===== src/rtl/cmp_timer_pkg.sv =====
package cmp_timer_pkg;
    typedef enum logic {RUN_STOP, RUN_GO} run_state_t;
    typedef enum logic {CH_OFF, CH_CMP} ch_state_t;

    localparam logic [7:0] OFS_WIDTH = 8'h04;
    localparam logic [7:0] OFS_CTRL  = 8'h10;
    localparam logic [7:0] OFS_COUNT = 8'h14;
    localparam logic [7:0] OFS_MODV  = 8'h18;
    localparam logic [7:0] OFS_STAT  = 8'h1C;
    localparam logic [7:0] OFS_CHCTL = 8'h20;
    localparam logic [7:0] OFS_CHVAL = 8'h24;

    localparam logic [1:0] CKMODE_TICK  = 2'd1;
    localparam logic [3:0] CHMODE_MATCH = 4'd4;
endpackage


===== src/rtl/cmp_timer_prescale.sv =====
module cmp_timer_prescale #(
    parameter int PSW = 3
) (
    input  logic           clk,
    input  logic           rst_n,
    input  logic           run,
    input  logic           restart,
    input  logic           tick,
    input  logic [PSW-1:0] sel,
    output logic           step
);
    localparam int PHW = (1 << PSW) - 1;

    logic [PHW-1:0] phase_q;
    logic [PHW-1:0] mask;

    always_comb begin
        mask = ~({PHW{1'b1}} << sel);
        step = run && tick && ((phase_q & mask) == mask);
    end

    always_ff @(posedge clk) begin
        if (!rst_n || !run || restart) begin
            phase_q <= '0;
        end else if (tick) begin
            phase_q <= phase_q + 1'b1;
        end
    end
endmodule


===== src/rtl/cmp_timer_count.sv =====
module cmp_timer_count
    import cmp_timer_pkg::*;
#(
    parameter int CW = 32
) (
    input  logic          clk,
    input  logic          rst_n,
    input  logic          ctrl_wr,
    input  logic [1:0]    ckmode,
    input  logic          tof_clr,
    input  logic          cnt_wr,
    input  logic          step,
    input  logic [CW-1:0] mod_val,
    output logic          run,
    output logic          adv,
    output logic [CW-1:0] cnt_q,
    output logic [CW-1:0] cnt_nxt,
    output logic          tof_q
);
    run_state_t st_q, st_d;
    logic       wrap;

    // state register
    always_ff @(posedge clk) begin
        if (!rst_n) st_q <= RUN_STOP;
        else        st_q <= st_d;
    end

    // transitions: START / HALT on control writes
    always_comb begin
        st_d = st_q;
        if (ctrl_wr) begin
            unique case (st_q)
                RUN_STOP: if (ckmode == CKMODE_TICK) st_d = RUN_GO;
                RUN_GO:   if (ckmode != CKMODE_TICK) st_d = RUN_STOP;
            endcase
        end
    end

    // outputs
    always_comb begin
        run     = (st_q == RUN_GO);
        adv     = step && !cnt_wr;
        wrap    = adv && (cnt_q == mod_val);
        cnt_nxt = (cnt_q == mod_val) ? '0 : cnt_q + 1'b1;
    end

    always_ff @(posedge clk) begin
        if (!rst_n) begin
            cnt_q <= '0;
            tof_q <= 1'b0;
        end else begin
            if (cnt_wr)   cnt_q <= '0;
            else if (adv) cnt_q <= cnt_nxt;
            if (wrap)         tof_q <= 1'b1;
            else if (tof_clr) tof_q <= 1'b0;
        end
    end
endmodule


===== src/rtl/cmp_timer_chan.sv =====
module cmp_timer_chan
    import cmp_timer_pkg::*;
#(
    parameter int CW = 32
) (
    input  logic          clk,
    input  logic          rst_n,
    input  logic          ch_wr,
    input  logic [3:0]    ch_mode,
    input  logic          ch_ie,
    input  logic          flag_clr,
    input  logic          cmp_wr,
    input  logic [CW-1:0] cmp_wdata,
    input  logic          adv,
    input  logic [CW-1:0] cnt_nxt,
    output logic          armed,
    output logic          ie_q,
    output logic          flag_q,
    output logic [CW-1:0] cmp_q,
    output logic          irq
);
    ch_state_t st_q, st_d;
    logic      hit;

    // state register
    always_ff @(posedge clk) begin
        if (!rst_n) st_q <= CH_OFF;
        else        st_q <= st_d;
    end

    // transitions: ARM / DISARM on channel-control writes
    always_comb begin
        st_d = st_q;
        if (ch_wr) begin
            unique case (st_q)
                CH_OFF: if (ch_mode == CHMODE_MATCH) st_d = CH_CMP;
                CH_CMP: if (ch_mode != CHMODE_MATCH) st_d = CH_OFF;
            endcase
        end
    end

    // outputs
    always_comb begin
        armed = (st_q == CH_CMP);
        hit   = armed && adv && (cnt_nxt == cmp_q);
        irq   = flag_q && ie_q;
    end

    always_ff @(posedge clk) begin
        if (!rst_n) begin
            ie_q   <= 1'b0;
            flag_q <= 1'b0;
            cmp_q  <= '0;
        end else begin
            if (ch_wr)  ie_q  <= ch_ie;
            if (cmp_wr) cmp_q <= cmp_wdata;
            if (hit)           flag_q <= 1'b1;
            else if (flag_clr) flag_q <= 1'b0;
        end
    end
endmodule


===== src/rtl/cmp_timer.sv =====
module cmp_timer
    import cmp_timer_pkg::*;
#(
    parameter int CW  = 32,
    parameter int AW  = 8,
    parameter int PSW = 3
) (
    input  logic          clk,
    input  logic          rst_n,
    input  logic [AW-1:0] bus_addr,
    input  logic          bus_we,
    input  logic [31:0]   bus_wdata,
    output logic [31:0]   bus_rdata,
    input  logic          cnt_tick,
    output logic          irq
);
    localparam logic [7:0] WIDTH_CODE = 8'(CW);

    logic           ctrl_wr, cnt_wr, mod_wr, stat_wr, ch_wr, cmp_wr;
    logic [PSW-1:0] ps_q;
    logic [CW-1:0]  mod_q;
    logic           run, cnt_step, adv, tof_q;
    logic [CW-1:0]  cnt_val, cnt_nxt, cmp_val;
    logic           armed, ie_q, ch_flag;

    always_comb begin
        ctrl_wr = bus_we && (bus_addr == AW'(OFS_CTRL));
        cnt_wr  = bus_we && (bus_addr == AW'(OFS_COUNT));
        mod_wr  = bus_we && (bus_addr == AW'(OFS_MODV));
        stat_wr = bus_we && (bus_addr == AW'(OFS_STAT));
        ch_wr   = bus_we && (bus_addr == AW'(OFS_CHCTL));
        cmp_wr  = bus_we && (bus_addr == AW'(OFS_CHVAL));
    end

    always_ff @(posedge clk) begin
        if (!rst_n) begin
            ps_q  <= '0;
            mod_q <= '1;
        end else begin
            if (ctrl_wr) ps_q  <= bus_wdata[PSW-1:0];
            if (mod_wr)  mod_q <= bus_wdata[CW-1:0];
        end
    end

    cmp_timer_prescale #(.PSW(PSW)) u_pre (
        .clk     (clk),
        .rst_n   (rst_n),
        .run     (run),
        .restart (cnt_wr),
        .tick    (cnt_tick),
        .sel     (ps_q),
        .step    (cnt_step)
    );

    cmp_timer_count #(.CW(CW)) u_cnt (
        .clk     (clk),
        .rst_n   (rst_n),
        .ctrl_wr (ctrl_wr),
        .ckmode  (bus_wdata[4:3]),
        .tof_clr (ctrl_wr && bus_wdata[7]),
        .cnt_wr  (cnt_wr),
        .step    (cnt_step),
        .mod_val (mod_q),
        .run     (run),
        .adv     (adv),
        .cnt_q   (cnt_val),
        .cnt_nxt (cnt_nxt),
        .tof_q   (tof_q)
    );

    cmp_timer_chan #(.CW(CW)) u_ch (
        .clk       (clk),
        .rst_n     (rst_n),
        .ch_wr     (ch_wr),
        .ch_mode   (bus_wdata[5:2]),
        .ch_ie     (bus_wdata[6]),
        .flag_clr  ((ch_wr && bus_wdata[7]) || (stat_wr && bus_wdata[0])),
        .cmp_wr    (cmp_wr),
        .cmp_wdata (bus_wdata[CW-1:0]),
        .adv       (adv),
        .cnt_nxt   (cnt_nxt),
        .armed     (armed),
        .ie_q      (ie_q),
        .flag_q    (ch_flag),
        .cmp_q     (cmp_val),
        .irq       (irq)
    );

    always_comb begin
        bus_rdata = '0;
        case (bus_addr)
            AW'(OFS_WIDTH): bus_rdata = {8'h00, WIDTH_CODE, 16'h0000};
            AW'(OFS_CTRL):  bus_rdata = {24'h0, tof_q, 3'b000, run, 3'(ps_q)};
            AW'(OFS_COUNT): bus_rdata = 32'(cnt_val);
            AW'(OFS_MODV):  bus_rdata = 32'(mod_q);
            AW'(OFS_STAT):  bus_rdata = {31'h0, ch_flag};
            AW'(OFS_CHCTL): bus_rdata = {24'h0, ch_flag, ie_q,
                                         (armed ? CHMODE_MATCH : 4'd0), 2'b00};
            AW'(OFS_CHVAL): bus_rdata = 32'(cmp_val);
            default:        bus_rdata = '0;
        endcase
    end
endmodule


===== config.mk =====
export PLATFORM = sky130hd
export DESIGN_NAME = cmp_timer
export DESIGN_NICKNAME = d
export VERILOG_FILES = /design/src/rtl/cmp_timer_pkg.sv /design/src/rtl/cmp_timer_prescale.sv /design/src/rtl/cmp_timer_count.sv /design/src/rtl/cmp_timer_chan.sv /design/src/rtl/cmp_timer.sv
export SDC_FILE = /design/constraint.sdc
export NUM_CORES = 1
export LEC_CHECK = 0
export BUFFER_PORTS_ARGS = -buffer_cell sky130_fd_sc_hd__buf_2
export CORE_MARGIN = 8
export CORE_UTILIZATION = 50
export CTS_CLUSTER_SIZE = 24
export DETAILED_ROUTE_END_ITERATION = 12
export PLACE_DENSITY_LB_ADDON = 0.08
export SLEW_MARGIN = 0
export SYNTH_ARGS = -nofsm -noshare
export SYNTH_HDL_FRONTEND = slang
export SYNTH_SLANG_ARGS = --single-unit
export TNS_END_PERCENT = 100

===== constraint.sdc =====
create_clock -name clk -period 3.2 [get_ports clk]
set_clock_uncertainty 0.1 [all_clocks]
set_input_delay 0.32 -clock clk [delete_from_list [all_inputs] [get_ports clk]]
set_output_delay 0.32 -clock clk [all_outputs]
set_load 0.02 [all_outputs]

==> results.yml, run 1 <==
finish:
  antenna_cells: 0
  drive_gt1_share_pct: 18.00
  regArea_um2: 2223
  final_area_um2: 7936
  fillers: 1270
  multi_input_area_um2: 4178
  area_growth_pct: 17.01
  instances_no_fill: 1148
  nets: 1013
routing:
  drt_pre_antenna_iters: 9
  drt-vias-per-instance: 6.345
  drcViolationCount: 0
  drt_iter0_markers: 1246
  ant_nets: 0
  wire_per_inst_um: 21.01
  wirelength_um: 24120
  vias: 7284
critical_path:
  crit_end: "u_ch.flag_q$_SDFFE_PN0P_"
  path_max_fanout: 5
  crit_type: "register to register"
  critPathLaunchType: "register"
  worstSetupEndpointType: "register"
  crit_path_max_incr_delay_ns: 0.40
  r2r_setup_slack_ns: 0.12
  regToRegStartpoint: "u_cnt.cnt_q[0]$_SDFFE_PP0N_"
  r2r_end: "u_ch.flag_q$_SDFFE_PN0P_"
  crit_arrival_ns: 3.27
  reg2reg_depth: 11
  required_ns: 3.38
  critPathLaunch: "u_cnt.cnt_q[0]$_SDFFE_PP0N_"
  cp_cell_sequence: "ha_1, nand4_1, buf_4, nor2_2, nand2_1, or3_1, a311o_1, a311o_1, nor4_1, nand4_1, o31ai_1"
  cp_slowest_cell: "or3_1"
timing:
  fin_crit_sh_pct: 96.40
  finalHoldViolCount: 0
  tightest_slew_ns: 0.8035
  max_freq_ghz: 0.3242
  fin_crit_ns: 3.085
  timing.setup.tns_ns: 0
  slew_viol_final: 0
  setup_viol: 0
  holdWs_ns: 0.07383
  relSlewSlack_pct: 45.94
global_routing:
  grt_first_pass_wirelength_um: 37720
  grt_pass1_vias: 6699
  grt_use_total_pct: 26.73
  overflow: 0
  antenna_found_initial: 1
  grt_max_degree: 51
synth:
  yosysMostFrequentCell: "nand2_1"
  syn-num-nets: 941
  yosysSeqAreaShare_pct: 32.76
  synthTopCellsByCount: "nand2_1 (179), dfxtp_1 (111), xor2_1 (57)"
  ys_top_cells_by_area: "dfxtp_1 (33%), nand2_1 (9.9%), xor2_1 (7.4%)"
  synthCells: 895
  ys_seq_elements: 111
  yosysWarnings: 0
  avgSynthCellArea_um2: 7.578
  netlist_area_um2: 6783
  synth_top_area_cell: "dfxtp_1"
  synth_ff_type: "dfxtp_1"
  yosys.area.top_type_share_pct: 32.76
  synth_cell_type_count: 64
  synthArstFlopShare_pct: 0
  synth-edff-count: 0
floorplan:
  die_h_um: 132.5
  initial_core_util_pct: 51.22
  die_w_um: 132.5
  row_count: 42
  coreArea_um2: 13240
  dieArea_um2: 17550
  ios: 77
clocking:
  cts_buffers: 9
  cts.sinks: 111
  root_buffer: "clkbuf_16"
  clk_path_buf_depth: 2
  ctsHoldBuffers: 0
  clkTransAtPathRegs_ns: 0.08
  clock_latency_ns: 0.37
  h-tree-depth: 3
  tritoncts: "done"
run:
  maxCapViolCount: 0
place:
  io_buffers: 76
  place_inst: 1130
  post_dp_cell_area_um2: 7579
  routabilityCongestion: 0.9904
  dp_hpwl_um: 17800
run_status:
  status: "completed"
worst_hold_path:
  hold_class: "primary input to register"
  worstHoldStart: "bus_wdata[25]"
power_and_ir_drop:
  ir_drop_uv: 371.8
  power_density_nw_per_um2: 335.9
  p_leak_nw: 3.151
==> flip-flops by register name, summed over array words and instances (netlist names) <==
name,count
mod_q,32
ps_q,3
u_ch.armed,1
u_ch.cmp_q,32
u_ch.flag_q,1
u_ch.ie_q,1
u_cnt.cnt_q,32
u_cnt.run,1
u_cnt.tof_q,1
u_pre.phase_q,7
==> final cells by class <==
| cell class | count | share of cell area [%] |
|---|---|---|
| Inverter | 33 | 1.561 |
| Multi-Input combinational cell | 678 | 52.64 |
| Sequential cell | 111 | 28.02 |
| Clock buffer | 9 | 2.838 |
| Timing Repair Buffer | 134 | 11.07 |
| Clock inverter | 7 | 1.104 |
| Tap cell | 176 | 2.775 |
==> critical path: cells and delay by family (launching register included) <==
kind                       cells  cell delay, ns
adders and majority gates      1            0.18
AOI/OAI and AO/OA              3            0.91
buffers and inverters          1            0.18
DFF                            1            0.35
and+or+nand+nor                6            1.29
==> stage by stage <==
stage	utilization, %	worst slack, ns	total power, mW
2_1_floorplan	-	0.2438	1.453
3_3_place_gp	57.23	0.1936	1.505
3_5_place_dp	57.23	0.09014	1.507
4_1_cts	59.59	0.06682	2.679
5_1_grt	59.93	-0.0007396	2.740
6_report	59.93	0.1151	2.666
==> layout by cell type, fill, tap and decap left out, types with 4 or more instances in the layout <==
cell type and n:
xnor2_1 26, and4_1 4, inv_1 33, a222oi_1 30
nor3_1 6, or3_1 19, buf_12 5, nor3b_1 5
nor2_1 43, nor2_2 5, a22oi_1 9, buf_4 53
nor4_1 12, nand2_1 179, and3_1 9, clkbuf_16 9
and2_1 13, nand3_1 50, o32a_1 4, xor2_1 56
o21ai_0 33, a21boi_1 5, a21boi_0 32, buf_2 76
nand4_1 19, dfxtp_1 110, or4_1 4, a31oi_1 5
nand3b_1 8, a21oi_1 48, o32ai_1 4
==> power by group <==
part           total (mW)  switching, mW  internal (mW)  leakage, nW
Sequential           1.38        0.00237           1.38        0.896
Combinational      0.0923         0.0564         0.0359         2.11
Clock                1.19          0.626          0.564        0.148
==> worst min path at each step <==
stage                     cells after the start                     endpoint  slack, ns
after global placement                        2  u_ch.cmp_q[21]$_SDFFE_PN0P_       0.35
after CTS                                     3       mod_q[13]$_SDFFE_PN1P_       0.06
final                                         3       mod_q[25]$_SDFFE_PN1P_       0.07
after detailed placement                      2  u_ch.cmp_q[21]$_SDFFE_PN0P_       0.36
after global routing                          3       mod_q[13]$_SDFFE_PN1P_       0.08
after floorplan                               2  u_ch.cmp_q[21]$_SDFFE_PN0P_       0.34
==> layer usage <==
| layer | up-vias | part of all wire [%] | GRT usage [%] |
|---|---|---|---|
| met3 | 41 | 12 | 6.586 |
| met2 | 473 | 42 | 37.01 |
| met5 | - | 0.054 | 0 |
| li1 | 3296 | - | - |
| met4 | 2 | 2.3 | 7.886 |
| met1 | 3472 | 43 | 39.41 |
==> kinds of logic after synthesis <==
family / synth area share (%)
mux: 0.1476
compound gates: 19.31
fa+ha+maj: 0.3689
flops: 32.76
simple gates: 29.98
xor+xnor: 10.96
buf+inv: 6.475
==> what timing repair did <==
item,4_1_cts,5_1_grt
endpoints found under the hold margin,0,0
endpoints found under the setup margin,0,4
buffers inserted,0,2
resized for setup,0,8
(Power assumes the default switching activity.)
==> run 2: changes to the inputs <==
CELL_PAD_IN_SITES_DETAIL_PLACEMENT = 0   (was not set)
CELL_PAD_IN_SITES_GLOBAL_PLACEMENT = 1   (was not set)
CORE_UTILIZATION = 44   (was 50)
==> run 2 against run 1 <==
Register-to-register slack improved by 0.05 ns. Combinational power fell by 0.4%. Hold slack got worse by 0.0070 ns. Largest cell class unchanged. Non-clock buffer count rose by 3. Highest routed layer is now met4. Critical path depth did not move. Sequential power barely moved. Via count fell by 2.0%. Flip-flop and latch count did not move. Power rose by 2.9%. Final area rose by 1.1%.
==> results.yml, run 2 (synthesis results as in run 1) <==
finish:
  nets: 1016
  layout_commonest_cell: "nand2_1"
  layout_common_cells: "nand2_1 (179), dfxtp_1 (109), buf_2 (76)"
  antenna_cells: 0
  area_growth_pct: 18.26
  post-route-util_pct: 52.96
  reg_top3: "mod_q (32), u_ch.cmp_q (32), u_cnt.cnt_q (32)"
  drive_gt1_share_pct: 18.56
place:
  routabilityCongestion: 0.9409
  pre_cts_slack_ns: -0.009065
  io_buffers: 76
  dp_hpwl_um: 18210
critical_path:
  path_max_fanout: 17
  crit_path_max_incr_delay_ns: 0.55
  cp_slowest_cell: "or4_1"
  crit_type: "register to register"
  worstSetupEndpointType: "register"
  crit_arrival_ns: 3.22
  critPathLaunchType: "register"
  cp_cell_sequence: "buf_4, xor2_1, nor4_1, nand4_1, nor2_4, buf_12, a21oi_1, o221ai_1, o21ai_0, or4_1, o31ai_1"
  required_ns: 3.39
timing:
  fin_crit_sh_pct: 94.86
  tightest_slew_ns: 1.098
  fin_crit_ns: 3.036
  relSlewSlack_pct: 26.50
  timing.setup.tns_ns: 0
  setup_viol: 0
  worst_slack_ns: 0.1644
  finalHoldViolCount: 0
  holdWs_ns: 0.06679
  max_freq_ghz: 0.3294
  slew_viol_final: 0
run:
  maxCapViolCount: 0
global_routing:
  grt_first_pass_wirelength_um: 37180
  grt_use_total_pct: 24.16
  overflow: 0
  grt_max_degree: 74
  grt_pass1_vias: 6682
  antenna_found_initial: 0
floorplan:
  die_w_um: 140.2
  coreArea_um2: 15150
  die_h_um: 140.2
  dieArea_um2: 19640
  row_count: 45
  initial_core_util_pct: 44.78
  ios: 77
run_status:
  status: "completed"
routing:
  drcViolationCount: 0
  drt_pre_antenna_iters: 8
  wirelength_um: 24710
  drt-vias-per-instance: 6.137
  vias: 7137
  drt_iter0_markers: 990
  ant_nets: 0
  wire_per_inst_um: 21.25
power_and_ir_drop:
  p_leak_nw: 3.196
  power_density_nw_per_um2: 341.9
  ir_drop_uv: 252.9
clocking:
  cts.sinks: 111
  clock_latency_ns: 0.37
  cts_buffers: 9
  root_buffer: "clkbuf_16"
  h-tree-depth: 3
  clkTransAtPathRegs_ns: 0.09
  tritoncts: "done"
  clk_path_buf_depth: 2
  ctsHoldBuffers: 0
worst_hold_path:
  hold_class: "primary input to register"
==> run 2: cell types whose count changed in the layout (fill, tap and decap cells not counted), moves of 2 or more <==
cell,before,now
nor4_2,3,5
buf_12,5,3
buf_4,53,57
nor2_2,5,3
nor4_1,12,10
==> run 2: through the flow <==
step	cell area, µm²	power, mW	instances
after detailed placement	7569	1.507	1142
final	8021	2.743	1163
after floorplan	6783	1.453	895
after global routing	8021	2.824	1163
after CTS	7910	2.757	1158
after global placement	7569	1.506	1142
==> run 2: worst paths after layout <==
| path | from | end | slack [ns] | depth (start not counted) |
|---|---|---|---|---|
| setup reg to reg | u_cnt.cnt_q[3]$_SDFFE_PP0N_ | u_ch.flag_q$_SDFFE_PN0P_ | 0.16 | 11 |
| hold / removal | bus_wdata[28] | mod_q[28]$_SDFFE_PN1P_ | 0.07 | 3 |
| setup / recovery | u_cnt.cnt_q[3]$_SDFFE_PP0N_ | u_ch.flag_q$_SDFFE_PN0P_ | 0.16 | 11 |
| hold reg to reg | u_ch.cmp_q[21]$_SDFFE_PN0P_ | u_ch.cmp_q[21]$_SDFFE_PN0P_ | 0.38 | 2 |
==> run 2: cell type report <==
class	count	area, µm²
clock buffers	9	225.2
clock inverters	7	110.1
fillers	1462	7124
inverters	33	123.9
multi-input cells	678	4209
flip-flops and latches	111	2225
well taps	188	235.2
repair buffers	137	893.4
==> run 2: critical path, delay by kind of cell (launching register included) <==
kind                      cells  cell delay (ns)
AOI/OAI and AO/OA             4             0.61
and+or+nand+nor               4             1.35
DFF                           1             0.35
xor gates and xnor gates      1             0.18
buffers and inverters         2             0.35
==> run 2: per-layer routing <==
metal  track usage, %  share of wire [%]  up-vias
met3            7.204                 11       48
met1            33.52                 44     3404
met2            34.47                 42      382
li1                 -                  -     3303
met4            8.629                2.5        0
met5                0                  0        -
==> run 2: what timing repair did <==
action                                  in CTS  in global routing
endpoints found under the setup margin       1                  1
resized for setup                            1                 12
cloned                                       0                  1
pin swaps                                    0                  5
setup buffers                                0                  4
==> run 2: power by group <==
group | total [mW] | internal (mW) | switching (mW)
Clock | 1.27 | 0.641 | 0.626
Sequential | 1.38 | 1.38 | 0.00229
Combinational | 0.0919 | 0.0359 | 0.0559
